`config.mk`:
```
export PLATFORM = sky130hd
export DESIGN_NAME = link_pwrup_seq
export DESIGN_NICKNAME = d
export VERILOG_FILES = /design/src/rtl/pwrup_seq_pkg.sv /design/src/rtl/pwrup_wait_ctr.sv /design/src/rtl/pwrup_retry_ctr.sv /design/src/rtl/link_pwrup_seq.sv
export SDC_FILE = /design/constraint.sdc
export NUM_CORES = 1
export LEC_CHECK = 0
export BUFFER_PORTS_ARGS = -buffer_cell sky130_fd_sc_hd__buf_2
export CAP_MARGIN = 25
export CORE_MARGIN = 3
export CORE_UTILIZATION = 45
export DETAILED_ROUTE_END_ITERATION = 16
export HOLD_SLACK_MARGIN = 0.05
export PLACE_DENSITY_LB_ADDON = 0.12
export SETUP_SLACK_MARGIN = 0.3
export SLEW_MARGIN = 20
export SYNTH_ARGS = -nofsm -noshare
export SYNTH_HDL_FRONTEND = slang
export SYNTH_SLANG_ARGS = --single-unit
```
`constraint.sdc`:
```
create_clock -name clk -period 5.2 [get_ports clk]
set_input_delay 1.04 -clock clk [delete_from_list [all_inputs] [get_ports clk]]
set_output_delay 1.04 -clock clk [all_outputs]
set_load 0.02 [all_outputs]
```
`src/rtl/pwrup_seq_pkg.sv`:
```
package pwrup_seq_pkg;

   typedef enum logic [3:0] {
      ST_IDLE,
      ST_PWR,
      ST_CLK,
      ST_PHYUP,
      ST_REFGAP,
      ST_SETTLE,
      ST_DEVRST,
      ST_POLL,
      ST_DONE,
      ST_TMO,
      ST_UNWIND
   } seq_state_e;

   function automatic int unsigned max4(input int unsigned a, input int unsigned b,
                                        input int unsigned c, input int unsigned d);
      int unsigned m;
      m = a;
      if (b > m) m = b;
      if (c > m) m = c;
      if (d > m) m = d;
      return m;
   endfunction

endpackage

```
`src/rtl/pwrup_wait_ctr.sv`:
```
module pwrup_wait_ctr #(
   parameter int unsigned CNT_W = 8
) (
   input  logic             clk,
   input  logic             rst_n,
   input  logic             load_i,
   input  logic [CNT_W-1:0] load_val_i,
   output logic             zero_o
);

   generate
      if (CNT_W < 1) begin : g_bad_w
         $error("pwrup_wait_ctr: CNT_W must be at least 1");
      end
   endgenerate

   logic [CNT_W-1:0] cnt_q;

   always_ff @(posedge clk or negedge rst_n) begin
      if (!rst_n)                cnt_q <= '0;
      else if (load_i)           cnt_q <= load_val_i;
      else if (cnt_q != '0)      cnt_q <= cnt_q - 1'b1;
   end

   assign zero_o = (cnt_q == '0);

   AST_CTR_PARKS_AT_ZERO: assert property (@(posedge clk) disable iff (!rst_n)
      (zero_o && !load_i) |=> zero_o);

endmodule

```
`src/rtl/pwrup_retry_ctr.sv`:
```
module pwrup_retry_ctr #(
   parameter int unsigned MAX_TRIES = 4
) (
   input  logic clk,
   input  logic rst_n,
   input  logic clear_i,
   input  logic step_i,
   output logic last_o
);

   localparam int unsigned RW = (MAX_TRIES > 1) ? $clog2(MAX_TRIES) : 1;

   generate
      if (MAX_TRIES < 1) begin : g_bad_tries
         $error("pwrup_retry_ctr: MAX_TRIES must be at least 1");
      end
   endgenerate

   logic [RW-1:0] tries_q;

   always_ff @(posedge clk or negedge rst_n) begin
      if (!rst_n)        tries_q <= '0;
      else if (clear_i)  tries_q <= '0;
      else if (step_i)   tries_q <= tries_q + 1'b1;
   end

   assign last_o = (32'(tries_q) == MAX_TRIES - 1);

   AST_NO_STEP_PAST_LAST: assert property (@(posedge clk) disable iff (!rst_n)
      step_i |-> !last_o);

   AST_TRIES_IN_RANGE: assert property (@(posedge clk) disable iff (!rst_n)
      32'(tries_q) < MAX_TRIES);

endmodule

```
`src/rtl/link_pwrup_seq.sv`:
```
module link_pwrup_seq
   import pwrup_seq_pkg::*;
#(
   parameter int unsigned NUM_CLKS     = 3,
   parameter int unsigned REF_GAP_CYC  = 2000,
   parameter int unsigned SETTLE_CYC   = 60000,
   parameter int unsigned DEV_RST_CYC  = 20000000,
   parameter int unsigned POLL_GAP_CYC = 20000,
   parameter int unsigned MAX_POLLS    = 2000
) (
   input  logic                clk,
   input  logic                rst_n,
   input  logic                start_i,
   input  logic                shutdown_i,
   input  logic                dev_rst_act_high_i,
   input  logic [NUM_CLKS-1:0] clk_fail_i,
   input  logic                pll_lock_i,
   output logic                supply_en_o,
   output logic [NUM_CLKS-1:0] clk_en_o,
   output logic                phy_pwrdn_o,
   output logic                ref_clk_en_o,
   output logic                phy_rst_o,
   output logic                dev_rst_o,
   output logic                done_o,
   output logic                timeout_o
);

   localparam int unsigned MAX_DLY = max4(REF_GAP_CYC, SETTLE_CYC, DEV_RST_CYC, POLL_GAP_CYC);
   localparam int unsigned CW      = $clog2(MAX_DLY + 1);
   localparam int unsigned IW      = (NUM_CLKS > 1) ? $clog2(NUM_CLKS) : 1;

   generate
      if (NUM_CLKS < 1) begin : g_bad_clks
         $error("link_pwrup_seq: NUM_CLKS must be at least 1");
      end
      if (REF_GAP_CYC < 1 || SETTLE_CYC < 1 || DEV_RST_CYC < 1 || POLL_GAP_CYC < 1) begin : g_bad_dly
         $error("link_pwrup_seq: every delay must be at least one cycle");
      end
      if (MAX_POLLS < 1) begin : g_bad_polls
         $error("link_pwrup_seq: MAX_POLLS must be at least 1");
      end
   endgenerate

   seq_state_e          state_q;
   logic [IW-1:0]       clk_idx_q;
   logic                supply_q, pwrdn_q, ref_q, phy_rst_q, dev_act_q, done_q, tmo_q;
   logic [NUM_CLKS-1:0] clk_en_q;
   logic [NUM_CLKS-1:0] top_on;

   logic          ctr_load, ctr_zero;
   logic [CW-1:0] ctr_val;
   logic          try_clear, try_step, try_last;
   logic          start_ok;

   // Highest clock that is still on: the one the unwind removes next.
   for (genvar gi = 0; gi < NUM_CLKS; gi++) begin : g_unw
      if (gi == NUM_CLKS - 1) begin : g_msb
         assign top_on[gi] = clk_en_q[gi];
      end else begin : g_lsb
         assign top_on[gi] = clk_en_q[gi] & ~(|clk_en_q[NUM_CLKS-1:gi+1]);
      end
      if (gi > 0) begin : g_chain
         AST_CLK_CHAIN: assert property (@(posedge clk) disable iff (!rst_n)
            clk_en_q[gi] |-> clk_en_q[gi-1]);
      end
   end

   assign start_ok = start_i &&
                     (state_q == ST_IDLE || state_q == ST_DONE || state_q == ST_TMO);

   // Shared wait timer: loaded on entry to each timed state with length-1.
   always_comb begin
      ctr_load = 1'b0;
      ctr_val  = '0;
      unique case (state_q)
         ST_PHYUP: begin
            ctr_load = 1'b1;
            ctr_val  = CW'(REF_GAP_CYC - 1);
         end
         ST_REFGAP: begin
            ctr_load = ctr_zero;
            ctr_val  = CW'(SETTLE_CYC - 1);
         end
         ST_SETTLE: begin
            ctr_load = ctr_zero;
            ctr_val  = CW'(DEV_RST_CYC - 1);
         end
         ST_DEVRST: begin
            ctr_load = ctr_zero;
            ctr_val  = CW'(POLL_GAP_CYC - 1);
         end
         ST_POLL: begin
            ctr_load = ctr_zero && !pll_lock_i && !try_last;
            ctr_val  = CW'(POLL_GAP_CYC - 1);
         end
         default: begin
            ctr_load = 1'b0;
            ctr_val  = '0;
         end
      endcase
   end

   assign try_clear = (state_q == ST_DEVRST) && ctr_zero;
   assign try_step  = (state_q == ST_POLL) && ctr_zero && !pll_lock_i && !try_last && !shutdown_i;

   pwrup_wait_ctr #(.CNT_W(CW)) u_wait (
      .clk        (clk),
      .rst_n      (rst_n),
      .load_i     (ctr_load),
      .load_val_i (ctr_val),
      .zero_o     (ctr_zero)
   );

   pwrup_retry_ctr #(.MAX_TRIES(MAX_POLLS)) u_retry (
      .clk     (clk),
      .rst_n   (rst_n),
      .clear_i (try_clear),
      .step_i  (try_step),
      .last_o  (try_last)
   );

   always_ff @(posedge clk or negedge rst_n) begin
      if (!rst_n) begin
         state_q   <= ST_IDLE;
         clk_idx_q <= '0;
         supply_q  <= 1'b0;
         clk_en_q  <= '0;
         pwrdn_q   <= 1'b1;
         ref_q     <= 1'b0;
         phy_rst_q <= 1'b1;
         dev_act_q <= 1'b0;
         done_q    <= 1'b0;
         tmo_q     <= 1'b0;
      end else if (shutdown_i || start_ok) begin
         state_q   <= shutdown_i ? ST_IDLE : ST_PWR;
         clk_idx_q <= '0;
         supply_q  <= 1'b0;
         clk_en_q  <= '0;
         pwrdn_q   <= 1'b1;
         ref_q     <= 1'b0;
         phy_rst_q <= 1'b1;
         dev_act_q <= 1'b0;
         done_q    <= 1'b0;
         tmo_q     <= 1'b0;
      end else begin
         unique case (state_q)
            ST_PWR: begin
               supply_q  <= 1'b1;
               clk_idx_q <= '0;
               state_q   <= ST_CLK;
            end
            ST_CLK: begin
               if (clk_fail_i[clk_idx_q]) begin
                  state_q <= ST_UNWIND;
               end else begin
                  clk_en_q[clk_idx_q] <= 1'b1;
                  if (clk_idx_q == IW'(NUM_CLKS - 1)) state_q <= ST_PHYUP;
                  else                                clk_idx_q <= clk_idx_q + 1'b1;
               end
            end
            ST_PHYUP: begin
               pwrdn_q <= 1'b0;
               state_q <= ST_REFGAP;
            end
            ST_REFGAP: begin
               if (ctr_zero) begin
                  ref_q   <= 1'b1;
                  state_q <= ST_SETTLE;
               end
            end
            ST_SETTLE: begin
               if (ctr_zero) begin
                  dev_act_q <= 1'b1;
                  state_q   <= ST_DEVRST;
               end
            end
            ST_DEVRST: begin
               if (ctr_zero) begin
                  dev_act_q <= 1'b0;
                  phy_rst_q <= 1'b0;
                  state_q   <= ST_POLL;
               end
            end
            ST_POLL: begin
               if (ctr_zero) begin
                  if (pll_lock_i) begin
                     done_q  <= 1'b1;
                     state_q <= ST_DONE;
                  end else if (try_last) begin
                     tmo_q     <= 1'b1;
                     phy_rst_q <= 1'b1;
                     state_q   <= ST_TMO;
                  end
               end
            end
            ST_UNWIND: begin
               if (|clk_en_q) begin
                  clk_en_q <= clk_en_q & ~top_on;
               end else begin
                  supply_q <= 1'b0;
                  state_q  <= ST_IDLE;
               end
            end
            default: begin
               state_q <= state_q;
            end
         endcase
      end
   end

   assign supply_en_o  = supply_q;
   assign clk_en_o     = clk_en_q;
   assign phy_pwrdn_o  = pwrdn_q;
   assign ref_clk_en_o = ref_q;
   assign phy_rst_o    = phy_rst_q;
   assign dev_rst_o    = dev_rst_act_high_i ? dev_act_q : ~dev_act_q;
   assign done_o       = done_q;
   assign timeout_o    = tmo_q;

   AST_SUPPLY_UNDER_CLOCKS: assert property (@(posedge clk) disable iff (!rst_n)
      (|clk_en_q) |-> supply_q);

   AST_REF_NEEDS_PHY_UP: assert property (@(posedge clk) disable iff (!rst_n)
      ref_q |-> !pwrdn_q);

   AST_DEVRST_AFTER_REF: assert property (@(posedge clk) disable iff (!rst_n)
      dev_act_q |-> ref_q);

   AST_PHY_HELD_DURING_DEVRST: assert property (@(posedge clk) disable iff (!rst_n)
      dev_act_q |-> phy_rst_q);

   AST_DONE_NEEDS_LOCK: assert property (@(posedge clk) disable iff (!rst_n)
      $rose(done_q) |-> $past(pll_lock_i));

   AST_DONE_TMO_EXCL: assert property (@(posedge clk) disable iff (!rst_n)
      !(done_q && tmo_q));

   AST_SHUTDOWN_CLEAN: assert property (@(posedge clk) disable iff (!rst_n)
      shutdown_i |=> (!supply_q && pwrdn_q && !ref_q && phy_rst_q && !done_q && !tmo_q));

   AST_DONE_HOLDS: assert property (@(posedge clk) disable iff (!rst_n)
      (done_q && !start_i && !shutdown_i) |=> done_q);

endmodule

```
---- Yosys cells after proc, flatten, opt, wreduce, memory -nomap -nowiden ----
Cells that the tools add are included.
storage, ports and cells
  register bits after elaboration ......... 52
  latch bits .............................. 0
  RAM bits ................................ 0
  bits in read-only memories .............. 0
  output and inout port bits .............. 10
  memories ................................ 0
operators by class
  add/subtract/negate cells ............... 3
  multiply operators ...................... 0
  div/mod/pow operators ................... 0
  order comparisons ....................... 2
  equality and inequality tests ........... 25
  shift operators ......................... 0
  mux-type cells .......................... 53
  bitwise logic cells ..................... 8
  reduce and logical (&&, ||, !) cells .... 45
operators by type and width
  cell                     count
  $pmux W25 S4             1
  $mux W25                 2
  $mux W4                  10
  $pmux W4 S8              1
  $logic_not A25 Y1        1
  $reduce_bool A25 Y1      1
  $sub A25 B1 Y25 const B  1
  $mux W1                  23
  $mux W11                 2
  $ne A3 B3 Y1 const B     6
  $eq A4 B3 Y1 const B     4
  $reduce_bool A2 Y1       8
  $reduce_bool A3 Y1       5
  $eq A4 B4 Y1 const B     3
  $ne A3 B2 Y1 const B     4
  $reduce_and A3 Y1        4
  $add A11 B1 Y11 const B  1
  $eq A11 B11 Y1 const B   1
  $logic_and A1 B1 Y1      9
  $mux W3                  3
  $reduce_bool A9 Y1       1
  $eq A4 B2 Y1 const B     2
  $reduce_and A8 Y1        1
  $mux W2                  3
  other kinds (27)         39

---- Depth between registers and ports, before layout ----
  word-level depth ........................ 8
  depth in mapped cells ................... 9

---- Modules after synthesis ----
Synthesis repeated with hierarchy kept, for this count alone.
unflattened totals
  cells, all modules ...................... 346
  area total of the unflattened synthesis .. 3115.5 µm²
by module, submodules not included
  module           instances  cells each  area each (µm²)  sequential area each (µm²)
  pwrup_wait_ctr   1          150         1417.6           625.6
  link_pwrup_seq   1          138         1136.1           402.9
  pwrup_retry_ctr  1          58          561.8            275.3

---- Worst setup path before layout ----
No wires, ideal clock.
  path type ............................... input port to output port
  start point ............................. input port dev_rst_act_high_i
  end point ............................... output port dev_rst_o
  arrival time ............................ 1.422 ns
  data required time ...................... 4.160 ns
  slack ................................... 2.738 ns
  stages .................................. 1
  path buffers ............................ 0
  cell sequence ........................... xnor2_1
between the ends
  cells in the longest elaborated chain, start to end .. 1
ends and longest elaborated chain
  item                line                   source
  start: declaration  link_pwrup_seq.sv:15   input logic dev_rst_act_high_i,
  $mux W1             link_pwrup_seq.sv:216  assign dev_rst_o = dev_rst_act_high_i ? dev_act_q : ~dev_act_q;
  end: declaration    link_pwrup_seq.sv:23   output logic dev_rst_o,
No other way between the ends.

---- Worst setup path after layout ----
  start point ............................. register u_wait.cnt_q[0]
  end point ............................... register state_q[0]
between the ends
  cells in the longest elaborated chain, start to end .. 3
  elaborated cells on any way between the ends .. 6
  classes of those cells .................. 4 x eq/ne; 2 x reduce/logical
ends and longest elaborated chain
  item                                                                  line                   source
  start: declaration                                                    pwrup_wait_ctr.sv:17   logic [CNT_W-1:0] cnt_q;
  start signal: assignment                                              pwrup_wait_ctr.sv:21   else if (load_i) cnt_q <= load_val_i;
  start signal: assignment                                              pwrup_wait_ctr.sv:22   else if (cnt_q != '0) cnt_q <= cnt_q - 1'b1;
  $logic_not A25 Y1 (*)                                                 pwrup_wait_ctr.sv:25   assign zero_o = (cnt_q == '0);
  $ne A3 B3 Y1 (no source line) / $ne A3 B2 Y1 (equally long branches)  --
  $reduce_and A8 Y1 (no source line) (*)                                --
  end signal: assignment                                                link_pwrup_seq.sv:135  state_q <= shutdown_i ? ST_IDLE : ST_PWR;
  end signal: assignment                                                link_pwrup_seq.sv:205  state_q <= state_q;
  end: declaration                                                      link_pwrup_seq.sv:44   seq_state_e state_q;
Mark *: on every way between the ends. The rest lies on a longest branch, timed or not.
A chain may end at the register's enable or synchronous reset.

==> impl_metrics.json <==
{
  "htreeDepth": 2,
  "grt_pass1_wl_mm": 11.57,
  "gp_congestion": 0.8394,
  "final-hold-violation-count": 0,
  "crit_type": "reg -> reg",
  "slowest_delay_ns": 0.45,
  "dp_hpwl_mm": 4.749,
  "drc_errors": 0,
  "crit_arrival_ns": 2.89,
  "die_height_um": 87.28,
  "grt_start_max_net_pins": 53,
  "startpoint": "u_wait.cnt_q[0]",
  "wl_mm": 6.566,
  "syn_inst": 324,
  "r2r_slack_ns": 2.50,
  "maxCapViolations": 0,
  "antenna_cells": 0,
  "stdcell_count": 419,
  "switchingPower_mw": 0.4701,
  "synth.ff_latch_count": 52,
  "outcome": "finished clean",
  "worstSetupPathDepth": 8,
  "crit_end": "state_q[0]",
  "required_ns": 5.39,
  "maxSlewHeadroom": 0.4895,
  "drtPass1Iterations": 4,
  "placed_cell_area_um2": 3133,
  "yosys_warnings": 0,
  "clock_latency_ns": 0.31,
  "num_rows": 28,
  "r2r_end": "state_q[0]",
  "area_growth_pct": 8.249,
  "r2r_start": "u_wait.cnt_q[0]",
  "synth_edf_count": 0,
  "portBuffers": 18,
  "power_mw": 1.212,
  "netlist.area_leader.share": 0.4209,
  "dieArea_um2": 7618,
  "p_seq_frac": 0.501,
  "cp_top_family": "simple AND/OR/NAND/NOR gates",
  "grt_setup_unrepaired": "no",
  "drtAntennaViolNets": 0,
  "hold_buffers": 0,
  "setup_ws_ns": 2.498,
  "r2r_cells": 8,
  "synth_cell_types": 58,
  "p_int_mw": 0.7419,
  "setup-tns-final_ns": 0,
  "period_needed_ns": 2.702,
  "die_w_um": 87.28,
  "p_clk_frac": 0.184,
  "timing.critical_path.buf_inv": 1,
  "post_cts_resized": 0,
  "drt_iter0_drc": 116,
  "combinationalPowerShare": 0.315,
  "skew_ns": 0.007524,
  "p_leak_nw": 1.424,
  "initial_core_util": 0.4821,
  "async_flop_share": 1.000,
  "synth_top_cell_by_area": "dfrtp_1",
  "coreArea_um2": 6166,
  "hold_ws_ns": 0.4646,
  "clk_path_buf_depth": 2,
  "cts_buffers": 5,
  "cts_tree": "built",
  "tightest_slew_ns": 0.7587,
  "wl_per_cell_um": 15.67,
  "placedCellCount": 411,
  "ir_drop_uv": 220.7,
  "endpoint_kind": "flip-flop",
  "vias": 2414,
  "cts.sinks": 52,
  "ios": 19,
  "antenna_found_initial": 0,
  "postCtsSetupBuffers": 0,
  "final_util": 0.5219,
  "setup_viol": 0,
  "timing.fmax_ghz": 0.3701,
  "viasPerCell": 5.761,
  "clkTransAtPathRegs_ns": 0.09,
  "worst_path_max_delay_cell": "or2_1",
  "fin_crit_sh": 0.5197,
  "synth_seq_area_share": 0.4386,
  "dp_slack_ns": 2.431,
  "fin_nets": 357,
  "syn_avg_cell_area_um2": 9.175,
  "grt_overflow": 0,
  "synth_flop_cell": "dfrtp_1",
  "crit_path_max_fanout": 11,
  "cts_root_buffer": "clkbuf_8",
  "drive_above_1_share": 0.1453,
  "swShare": 0.3879,
  "cp-start-kind": "flip-flop",
  "powerDensity_nw_per_um2": 376.6,
  "grt_usage": 0.1893,
  "syn_nets": 338,
  "grt_pass1_vias": 2423,
  "cp_cell_sequence": "inv_1 > ha_1 > nor3b_2 > nand4_2 > or2_1 > a211oi_2 > nand2b_1 > mux2_2",
  "ys_top_cells_by_area": "dfrtp_1 (42%), nor2_1 (6.6%), xnor2_1 (4.4%), nand2_1 (3.4%), xor2_1 (3.2%)",
  "syn-cell-area_um2": 2973,
  "slew_viol_final": 0,
  "stdcell_area_um2": 3218,
  "hp-class": "reg -> reg"
}
power by group through the flow:
stage | Clock [mW] | Sequential (mW) | Combinational (mW)
after floorplan | 0 | 0.570 | 0.322
after global placement | 0 | 0.610 | 0.383
after detailed placement | 0 | 0.613 | 0.380
after CTS | 0.231 | 0.605 | 0.385
after global routing | 0.251 | 0.623 | 0.438
final | 0.223 | 0.607 | 0.381
tightest hold or removal path, stage by stage (launching register included):
cell and delay, ns:
dfstp_2 0.38, nand2_1 0.05, nand2_1 0.05
placed cells by master, fill, tap and decap left out, types with 3 or more instances in the layout:
cell	instances
a21oi_1	13
a31oi_1	5
and2_1	3
and3_1	4
buf_2	18
clkbuf_8	5
dfrtp_1	50
ha_1	5
inv_1	9
mux2i_1	4
nand2_1	27
nand2b_1	6
nand3_1	12
nand4_1	5
nor2_1	52
nor2b_1	4
nor3_1	8
nor3_2	3
nor4_1	11
o211ai_1	3
o21ai_0	19
or2_2	3
or3_1	5
xnor2_1	15
xor2_1	11
area by class of cell:
type / count / area (um^2)
inverter: 9 / 33.78
timing repair buffer: 20 / 105.1
tap: 75 / 93.84
sequential: 52 / 1304
multi-input combinational: 255 / 1597
clock buffer: 6 / 72.57
clock inverter: 2 / 12.51
fill: 587 / 2948
how the worst min path moves through the flow:
stage          depth (start not counted)          end        start  slack [ns]
2_1_floorplan                          2  phy_pwrdn_o  phy_pwrdn_o        0.49
4_1_cts                                2  phy_pwrdn_o  phy_pwrdn_o        0.47
6_report                               2  phy_pwrdn_o  phy_pwrdn_o        0.46
3_3_place_gp                           2  phy_pwrdn_o  phy_pwrdn_o        0.45
3_5_place_dp                           2  phy_pwrdn_o  phy_pwrdn_o        0.45
5_1_grt                                2  phy_pwrdn_o  phy_pwrdn_o        0.49
kinds of logic (layout without fill, tap and decap cells):
group,Yosys count,in the layout,share of synthesized area
and+or+nand+nor,160,160,0.2946
muxes,6,6,0.02104
adders and majority gates,5,5,0.02104
xor gates and xnor gates,26,26,0.07660
DFF,52,52,0.4386
AOI/OAI and AO/OA,58,58,0.1237
buffers and inverters,17,37,0.02440
metal layers:
| layer | part of all wire | global-route usage | up-vias | wire length [um] |
|---|---|---|---|---|
| li1 | - | - | 1202 | - |
| met5 | 0 | 0 | - | 0 |
| met3 | 0.029 | 0.03500 | 5 | 192 |
| met4 | 0.0096 | 0.04463 | 0 | 63 |
| met2 | 0.47 | 0.2973 | 28 | 3104 |
| met1 | 0.49 | 0.2700 | 1179 | 3206 |
flip-flops by register name, summed over array words and instances, names as in the netlist:
name,flops
supply_en_o,1
u_retry.tries_q,11
clk_idx_q,2
phy_rst_o,1
timeout_o,1
dev_act_q,1
clk_en_o,3
ref_clk_en_o,1
done_o,1
state_q,4
phy_pwrdn_o,1
u_wait.cnt_q,25
cell usage after synthesis (2+ instances only):
cell      count
o31ai_1       2
nor2b_1       4
and2_1        3
ha_1          5
mux2_2        2
nor3_1        8
and3_1        4
buf_4         2
inv_1         9
nand2_1      27
a31oi_1       5
nand3_1      12
a21oi_1      13
nand4_1       5
o21ai_0      19
xnor2_1      15
dfstp_2       2
clkbuf_1      4
nand3_2       2
nor3_2        3
nor3b_2       2
nor4_1       11
o211ai_1      3
xor2_1       11
a41oi_1       2
dfrtp_1      50
nor2_1       52
nor4_2        2
or2_2         3
mux2i_1       4
nand2b_1      6
or3_1         5
a22oi_1       2
(Power assumes the default switching activity.)
